[src/rtl/adc_seq_pkg.sv]
package adc_seq_pkg;
  localparam int RES_W   = 10;
  localparam int CH_W    = 4;
  localparam int PS_W    = 3;
  localparam int SENS_CH = 12;

  typedef enum logic [1:0] {
    A_CTRL = 2'd0,
    A_CHAN = 2'd1,
    A_RLO  = 2'd2,
    A_RHI  = 2'd3
  } reg_addr_e;

  function automatic logic chan_ok(input logic [CH_W-1:0] c);
    return c <= CH_W'(SENS_CH);
  endfunction
endpackage

[src/rtl/adc_clk_div.sv]
module adc_clk_div #(
  parameter int PS_W = 3
) (
  input  logic            clk_i,
  input  logic            rst_ni,
  input  logic            en_i,
  input  logic [PS_W-1:0] sel_i,
  output logic            tick_o
);
  localparam int CNT_W = (1 << PS_W) - 1;

  logic [CNT_W-1:0] cnt_q, lim;
  int unsigned sh;

  always_comb begin
    sh  = (sel_i == '0) ? 1 : int'(sel_i);
    lim = CNT_W'((1 << sh) - 1);
  end

  assign tick_o = en_i && (cnt_q >= lim);

  always_ff @(posedge clk_i or negedge rst_ni) begin
    if (!rst_ni)     cnt_q <= '0;
    else if (!en_i)  cnt_q <= '0;
    else if (tick_o) cnt_q <= '0;
    else             cnt_q <= cnt_q + 1'b1;
  end

  // smallest divide is 2, so ticks never touch
  p_tick_gap_r1: assert property (@(posedge clk_i) disable iff (!rst_ni)
    tick_o |=> !tick_o);
endmodule

[src/rtl/adc_sar_core.sv]
module adc_sar_core #(
  parameter int RES_W     = 10,
  parameter int CH_W      = 4,
  parameter int LONG_CYC  = 25,
  parameter int SHORT_CYC = 13
) (
  input  logic             clk_i,
  input  logic             rst_ni,
  input  logic             en_i,
  input  logic             tick_i,
  input  logic             go_i,
  input  logic             auto_i,
  input  logic [CH_W-1:0]  chsel_i,
  input  logic             cmp_i,
  output logic [RES_W-1:0] dac_o,
  output logic [CH_W-1:0]  ch_o,
  output logic             busy_o,
  output logic             done_o,
  output logic [RES_W-1:0] res_o
);
  localparam int CNT_W = $clog2(LONG_CYC + 1);
  localparam logic [CNT_W-1:0] LONG_L  = CNT_W'(LONG_CYC);
  localparam logic [CNT_W-1:0] SHORT_L = CNT_W'(SHORT_CYC);
  localparam logic [CNT_W-1:0] BITS_L  = CNT_W'(RES_W);
  localparam logic [RES_W-1:0] MSB     = {1'b1, {(RES_W-1){1'b0}}};

  logic             busy_q, first_q;
  logic [CNT_W-1:0] cnt_q, len;
  logic [RES_W-1:0] acc_q, ptr_q, acc_nx;
  logic [CH_W-1:0]  ch_q;

  assign len    = first_q ? LONG_L : SHORT_L;
  assign acc_nx = cmp_i ? (acc_q | ptr_q) : acc_q;
  assign done_o = tick_i && busy_q && (cnt_q == len);
  assign res_o  = acc_nx;
  assign dac_o  = acc_q | ptr_q;
  assign ch_o   = ch_q;
  assign busy_o = busy_q;

  always_ff @(posedge clk_i or negedge rst_ni) begin
    if (!rst_ni) begin
      busy_q <= 1'b0; first_q <= 1'b1; cnt_q <= '0;
      acc_q <= '0; ptr_q <= '0; ch_q <= '0;
    end else if (!en_i) begin
      busy_q <= 1'b0; first_q <= 1'b1; cnt_q <= '0;
      acc_q <= '0; ptr_q <= '0;
    end else if (tick_i) begin
      if (busy_q) begin
        if (cnt_q == len) begin
          first_q <= 1'b0;
          acc_q   <= '0;
          ptr_q   <= '0;
          busy_q  <= auto_i;
          cnt_q   <= auto_i ? CNT_W'(1) : '0;
        end else begin
          cnt_q <= cnt_q + 1'b1;
          if (cnt_q == CNT_W'(1)) ch_q <= chsel_i;
          // trial for the MSB goes out one tick before its decision
          if (cnt_q == len - BITS_L) ptr_q <= MSB;
          else if (ptr_q != '0) begin
            acc_q <= acc_nx;
            ptr_q <= ptr_q >> 1;
          end
        end
      end else if (go_i) begin
        busy_q <= 1'b1;
        cnt_q  <= CNT_W'(1);
        acc_q  <= '0;
        ptr_q  <= '0;
      end
    end
  end

  p_cnt_range_r2: assert property (@(posedge clk_i) disable iff (!rst_ni)
    busy_q |-> (cnt_q >= CNT_W'(1)) && (cnt_q <= len));

  p_ch_hold_r8: assert property (@(posedge clk_i) disable iff (!rst_ni)
    (busy_q && cnt_q > CNT_W'(2)) |-> $stable(ch_q));

  p_dac_idle_r11: assert property (@(posedge clk_i) disable iff (!rst_ni)
    !busy_q |-> (dac_o == '0));
endmodule

[src/rtl/adc_result_reg.sv]
module adc_result_reg #(
  parameter int RES_W = 10,
  parameter int CH_W  = 4
) (
  input  logic             clk_i,
  input  logic             rst_ni,
  input  logic             upd_i,
  input  logic [RES_W-1:0] res_i,
  input  logic [CH_W-1:0]  tag_i,
  input  logic             rd_lo_i,
  input  logic             rd_hi_i,
  output logic [RES_W-1:0] res_o,
  output logic [CH_W-1:0]  tag_o
);
  logic             frz_q;
  logic [RES_W-1:0] res_q;
  logic [CH_W-1:0]  tag_q;

  assign res_o = res_q;
  assign tag_o = tag_q;

  always_ff @(posedge clk_i or negedge rst_ni) begin
    if (!rst_ni) begin
      frz_q <= 1'b0; res_q <= '0; tag_q <= '0;
    end else begin
      if (rd_lo_i)      frz_q <= 1'b1;
      else if (rd_hi_i) frz_q <= 1'b0;
      // a completion on the same edge as the low read is dropped too
      if (upd_i && !frz_q && !rd_lo_i) begin
        res_q <= res_i;
        tag_q <= tag_i;
      end
    end
  end

  p_frozen_hold_r7: assert property (@(posedge clk_i) disable iff (!rst_ni)
    $past(frz_q) |-> ($stable(res_q) && $stable(tag_q)));
endmodule

[src/rtl/adc_sar_seq.sv]
module adc_sar_seq
  import adc_seq_pkg::*;
#(
  parameter int LONG_CYC  = 25,
  parameter int SHORT_CYC = 13
) (
  input  logic             clk_i,
  input  logic             rst_ni,
  input  logic             reg_we_i,
  input  logic             reg_re_i,
  input  logic [1:0]       reg_addr_i,
  input  logic [7:0]       reg_wdata_i,
  output logic [7:0]       reg_rdata_o,
  input  logic             irq_ack_i,
  input  logic             cmp_i,
  output logic [RES_W-1:0] dac_o,
  output logic [CH_W-1:0]  mux_sel_o,
  output logic             mux_en_o,
  output logic             eoc_o,
  output logic             irq_o
);
  logic            en_q, start_q, auto_q, done_q, ie_q, eoc_q;
  logic [PS_W-1:0] ps_q;
  logic [CH_W-1:0] chsel_q, tag;
  logic [RES_W-1:0] res_raw, res;
  logic tick, busy, fin, ctrl_wr;

  assign ctrl_wr = reg_we_i && (reg_addr_i == A_CTRL);

  adc_clk_div #(.PS_W(PS_W)) u_div (
    .clk_i, .rst_ni, .en_i(en_q), .sel_i(ps_q), .tick_o(tick)
  );

  adc_sar_core #(
    .RES_W(RES_W), .CH_W(CH_W), .LONG_CYC(LONG_CYC), .SHORT_CYC(SHORT_CYC)
  ) u_core (
    .clk_i, .rst_ni, .en_i(en_q), .tick_i(tick), .go_i(start_q),
    .auto_i(auto_q), .chsel_i(chsel_q), .cmp_i, .dac_o, .ch_o(mux_sel_o),
    .busy_o(busy), .done_o(fin), .res_o(res_raw)
  );

  adc_result_reg #(.RES_W(RES_W), .CH_W(CH_W)) u_res (
    .clk_i, .rst_ni, .upd_i(fin), .res_i(res_raw), .tag_i(mux_sel_o),
    .rd_lo_i(reg_re_i && reg_addr_i == A_RLO),
    .rd_hi_i(reg_re_i && reg_addr_i == A_RHI),
    .res_o(res), .tag_o(tag)
  );

  always_ff @(posedge clk_i or negedge rst_ni) begin
    if (!rst_ni) begin
      en_q <= 1'b0; start_q <= 1'b0; auto_q <= 1'b0; done_q <= 1'b0;
      ie_q <= 1'b0; ps_q <= '0; chsel_q <= '0; eoc_q <= 1'b0;
    end else begin
      eoc_q <= fin;
      if (ctrl_wr) begin
        en_q   <= reg_wdata_i[7];
        auto_q <= reg_wdata_i[5];
        ie_q   <= reg_wdata_i[3];
        ps_q   <= reg_wdata_i[2:0];
      end
      if (reg_we_i && reg_addr_i == A_CHAN) chsel_q <= reg_wdata_i[CH_W-1:0];

      if (ctrl_wr && !reg_wdata_i[7])      start_q <= 1'b0;
      else if (ctrl_wr && reg_wdata_i[6])  start_q <= 1'b1;
      else if (!en_q)                      start_q <= 1'b0;
      else if (fin && !auto_q)             start_q <= 1'b0;

      if (fin)                                      done_q <= 1'b1;
      else if ((ctrl_wr && reg_wdata_i[4]) || irq_ack_i) done_q <= 1'b0;
    end
  end

  assign eoc_o    = eoc_q;
  assign irq_o    = done_q && ie_q;
  assign mux_en_o = busy && chan_ok(mux_sel_o);

  always_comb begin
    unique case (reg_addr_e'(reg_addr_i))
      A_CTRL: reg_rdata_o = {en_q, start_q, auto_q, done_q, ie_q, ps_q};
      A_CHAN: reg_rdata_o = {{(8-CH_W){1'b0}}, chsel_q};
      A_RLO:  reg_rdata_o = res[7:0];
      A_RHI:  reg_rdata_o = {tag, {(4-(RES_W-8)){1'b0}}, res[RES_W-1:8]};
      default: reg_rdata_o = '0;
    endcase
  end

  p_eoc_done_r4: assert property (@(posedge clk_i) disable iff (!rst_ni)
    eoc_o |-> done_q);

  p_start_clear_r3: assert property (@(posedge clk_i) disable iff (!rst_ni)
    $fell(start_q) |-> (!en_q || $past(fin && !auto_q)));
endmodule

[config.mk]
export PLATFORM = sky130hd
export DESIGN_NAME = adc_sar_seq
export DESIGN_NICKNAME = d
export VERILOG_FILES = /design/src/rtl/adc_seq_pkg.sv /design/src/rtl/adc_clk_div.sv /design/src/rtl/adc_sar_core.sv /design/src/rtl/adc_result_reg.sv /design/src/rtl/adc_sar_seq.sv
export SDC_FILE = /design/constraint.sdc
export NUM_CORES = 1
export LEC_CHECK = 0
export BUFFER_PORTS_ARGS = -buffer_cell sky130_fd_sc_hd__buf_2
export CELL_PAD_IN_SITES_DETAIL_PLACEMENT = 2
export CELL_PAD_IN_SITES_GLOBAL_PLACEMENT = 2
export CORE_ASPECT_RATIO = 0.75
export CORE_MARGIN = 3
export CORE_UTILIZATION = 37
export DETAILED_ROUTE_END_ITERATION = 16
export PLACE_DENSITY = 0.78
export SETUP_SLACK_MARGIN = 0.05
export SLEW_MARGIN = 10
export SYNTH_ARGS = -nofsm -noshare
export SYNTH_HDL_FRONTEND = slang
export SYNTH_SLANG_ARGS = --single-unit
[constraint.sdc]
create_clock -name clk_i -period 2.9 [get_ports clk_i]
set_input_delay 0 -clock clk_i [delete_from_list [all_inputs] [get_ports clk_i]]
set_output_delay 0 -clock clk_i [all_outputs]
set_load 0.01 [all_outputs]
==> results by group <==
Logic synthesis
  • Post-Synthesis Cells: 311
  • Synth cell types: 56
  • Seq/Total Area, Yosys: 0.484
  • Asr flop ratio synth: 1.00
  • EDFF count, synth: 0
  • #FFs+latches synth: 66
  • YS warnings: 0
  • Synth Cell Area: 3420 sq um
  • Syn Area/Cell: 11.0 sq um
  • Top_reg_cell synth: dfrtp_1

Detailed routing
  • Via density per instance: 5.55
  • First-pass DRT Iterations: 4
  • Final ANT Viol Nets: 0
  • DR DRC count: 0
  • Detailed Route Iter0 Violations: 152
  • Routed WL: 10800 um
  • Drt wl/cell: 22.3 um
  • Via count: 2687

Worst setup path
  • Arrival time at the worst endpoint: 2.89 ns
  • Worst setup startpoint: ps_q[1]
  • Crit Path Max Fanout: 6
  • WP data required: 3.12 ns
  • Flop-to-flop setup slack: 0.22 ns
  • Crit Path Class: register to register
  • Endpoint type of the worst setup path: register
  • Setup crit start kind: register
  • Reg-to-reg startpoint: ps_q[1]

Timing
  • Slew Viols, Final: 0
  • Slew HR: 0.421
  • Post-route setup TNS: 0 ns
  • Worst slew pin tran: 0.868 ns
  • Clock Skew: 0.00879 ns
  • Unrepaired setup endpoints after global routing: no
  • Setup-failing EPs final: 0
  • Fmax: 0.374 GHz
  • Post-route clock period utilization: 0.923
  • Final Hold Fails: 0
  • Min Tclk post-route: 2.68 ns

Clocking
  • H-tree Lvls: 3
  • TritonCTS clock tree: built
  • Clock buffer depth: 2
  • CTS buffer count: 9
  • Root Buffer: clkbuf_16
  • Clock sinks: 66
  • Worst skew pair latency: 0.34 ns
  • Reg clk slew, reported paths: 0.06 ns

Floorplanning
  • Die H: 89.2 um
  • Top-level port count: 41
  • Die footprint: 10400 sq um
  • Initial Util: 0.392
  • Core box area: 8710 sq um
  • Die Wd: 117 um
  • Rows: 29

Global routing
  • First-pass GRT wire length: 17100 um
  • GR Util All Layers: 0.223
  • Vias in the first global route: 2963
  • Largest net degree at the start of global routing: 67
  • Initial antenna violation count: 0
  • Total gr overflow: 0

Power
  • Worst vdd ir: 0.000403 V
  • Power share of the clock group: 0.424
  • Sequential Power Share: 0.396
  • Pleak: 2.18 nW
  • Comb pwr share: 0.180
  • Power density cells: 630 nW/um^2
  • Sw Ratio: 0.301
  • NetSw: 0.792 mW
  • Internal Power: 1.84 mW

Placed design
  • Placement Cell Area: 3760 sq um
  • Final Wtd Congestion: 0.824
  • Final HPWL DP: 7360 um
  • Buffers on Ports: 40

Status
  • Outcome: finished clean

Worst hold path
  • Hold path start: reg_re_i
  • Min-delay worst type: input port to register

Layout
  • Final Cell Area: 4190 sq um
  • Layout area overhead: 22.5%
  • Fin nets: 398
  • Share of layout cells above drive strength 1: 0.293
  • Antenna cells: 0

Flow run
  • # Max-Cap Violations: 0
final cells by class:
| type | count | area, sq um |
|---|---|---|
| tap | 108 | 135 |
| clock inverter | 7 | 77.6 |
| timing repair buffer | 58 | 360 |
| multi-input combinational | 213 | 1650 |
| sequential | 66 | 1650 |
| inverter | 23 | 86.3 |
| fill | 881 | 4520 |
| clock buffer | 9 | 225 |
power by group through the flow:
| stage | logic (mW) | registers (mW) | clock network, mW |
|---|---|---|---|
| 3_5_place_dp | 0.436 | 1.06 | 0 |
| 2_1_floorplan | 0.289 | 1.03 | 0 |
| 3_3_place_gp | 0.418 | 1.06 | 0 |
| 5_1_grt | 0.532 | 1.06 | 1.18 |
| 4_1_cts | 0.458 | 1.04 | 1.14 |
| 6_report | 0.474 | 1.04 | 1.12 |
placed cells by master (no fill, tap or decap), drive strengths merged, types with 5 or more instances in the layout:
master       netlist  final
a21oi             14     14
a22o               9      9
and2               5      5
buf                4     48
clkbuf             6      9
dfrtp             65     65
dlygate4sd3        0     10
ha                11     11
inv               23     25
mux2              18     18
mux2i             17     17
nand2             21     21
nand3              8      8
nor2              18     18
o211a             11     11
o21ai             14     14
or2               11     11
timing repair:
item / in CTS / in global routing
setup buffers: 1 / 0
pin swaps: 1 / 0
endpoints found under the setup margin: 3 / 26
endpoints found under the hold margin: 77 / 0
hold buffers: 10 / 0
resized for setup: 0 / 4
flip-flops by register name, indices dropped and copies added, names as in the netlist, 3 cells and up:
register      cells
chsel_q           4
u_core.ch_o       4
u_core.ptr_q     10
u_div.cnt_q       7
u_res.tag_o       4
u_core.cnt_q      5
u_res.res_o      10
u_core.acc_q     10
ps_q              3
per-stage QoR:
step           hold WS, ns  power, mW   util  setup WS, ns  instances
3_5_place_dp         0.250       1.49  0.431        0.0595        457
5_1_grt             0.0717       2.77  0.481        0.0544        484
3_3_place_gp         0.243       1.47  0.431         0.228        457
2_1_floorplan       -0.296       1.32      -         0.328        312
4_1_cts             0.0442       2.64  0.479         0.109        484
6_report            0.0432       2.64  0.481         0.225        484
cells by family after synthesis:
group,after synthesis,share of synthesized area
flip-flops,66,0.484
XOR/XNOR,6,0.0154
adder cells (fa/ha/maj),11,0.0403
buffers and inverters,33,0.0403
AND/OR/NAND/NOR,87,0.145
other,1,0.00110
AO/OA/AOI/OAI,70,0.152
multiplexers,37,0.122
cells in the mapped netlist, types with 6 or more instances:
| library cell | count | area (sq um) |
|---|---|---|
| mux2_2 | 18 | 203 |
| dfrtp_1 | 65 | 1630 |
| or2_2 | 11 | 68.8 |
| ha_1 | 11 | 138 |
| mux2i_1 | 17 | 170 |
| nand3_1 | 8 | 40.0 |
| nand2_1 | 21 | 78.8 |
| nor2_1 | 18 | 67.6 |
| o21ai_0 | 14 | 70.1 |
| o211a_1 | 11 | 110 |
| inv_1 | 23 | 86.3 |
| a21oi_1 | 14 | 70.1 |
| clkbuf_1 | 6 | 22.5 |
| a22o_1 | 9 | 78.8 |
worst paths after layout:
| check | to | cells past startpoint |
|---|---|---|
| max reg2reg | u_res.tag_o[0] | 10 |
| min in group asynchronous | chsel_q[3] | 3 |
| max | u_res.tag_o[0] | 10 |
| min reg2reg | u_core.first_q | 2 |
| min | u_res.frz_q | 3 |
| max in group asynchronous | u_div.cnt_q[6] | 3 |
critical path: stages, from the launching register on:
cell and delay [ns]:
dfrtp_1 0.37, or2_2 0.30, ha_1 0.21, xor2_1 0.17
ha_1 0.29, nor2_1 0.05, nor2_2 0.19, a211oi_4 0.13
nor4_4 0.28, buf_4 0.20, mux2_2 0.35
routing by layer:
metal | routed length (um) | GRT usage
met5 | 0 | 0
met4 | 115 | 0.0500
met3 | 325 | 0.0514
met2 | 5400 | 0.382
met1 | 4950 | 0.290
(Power assumes the default switching activity.)
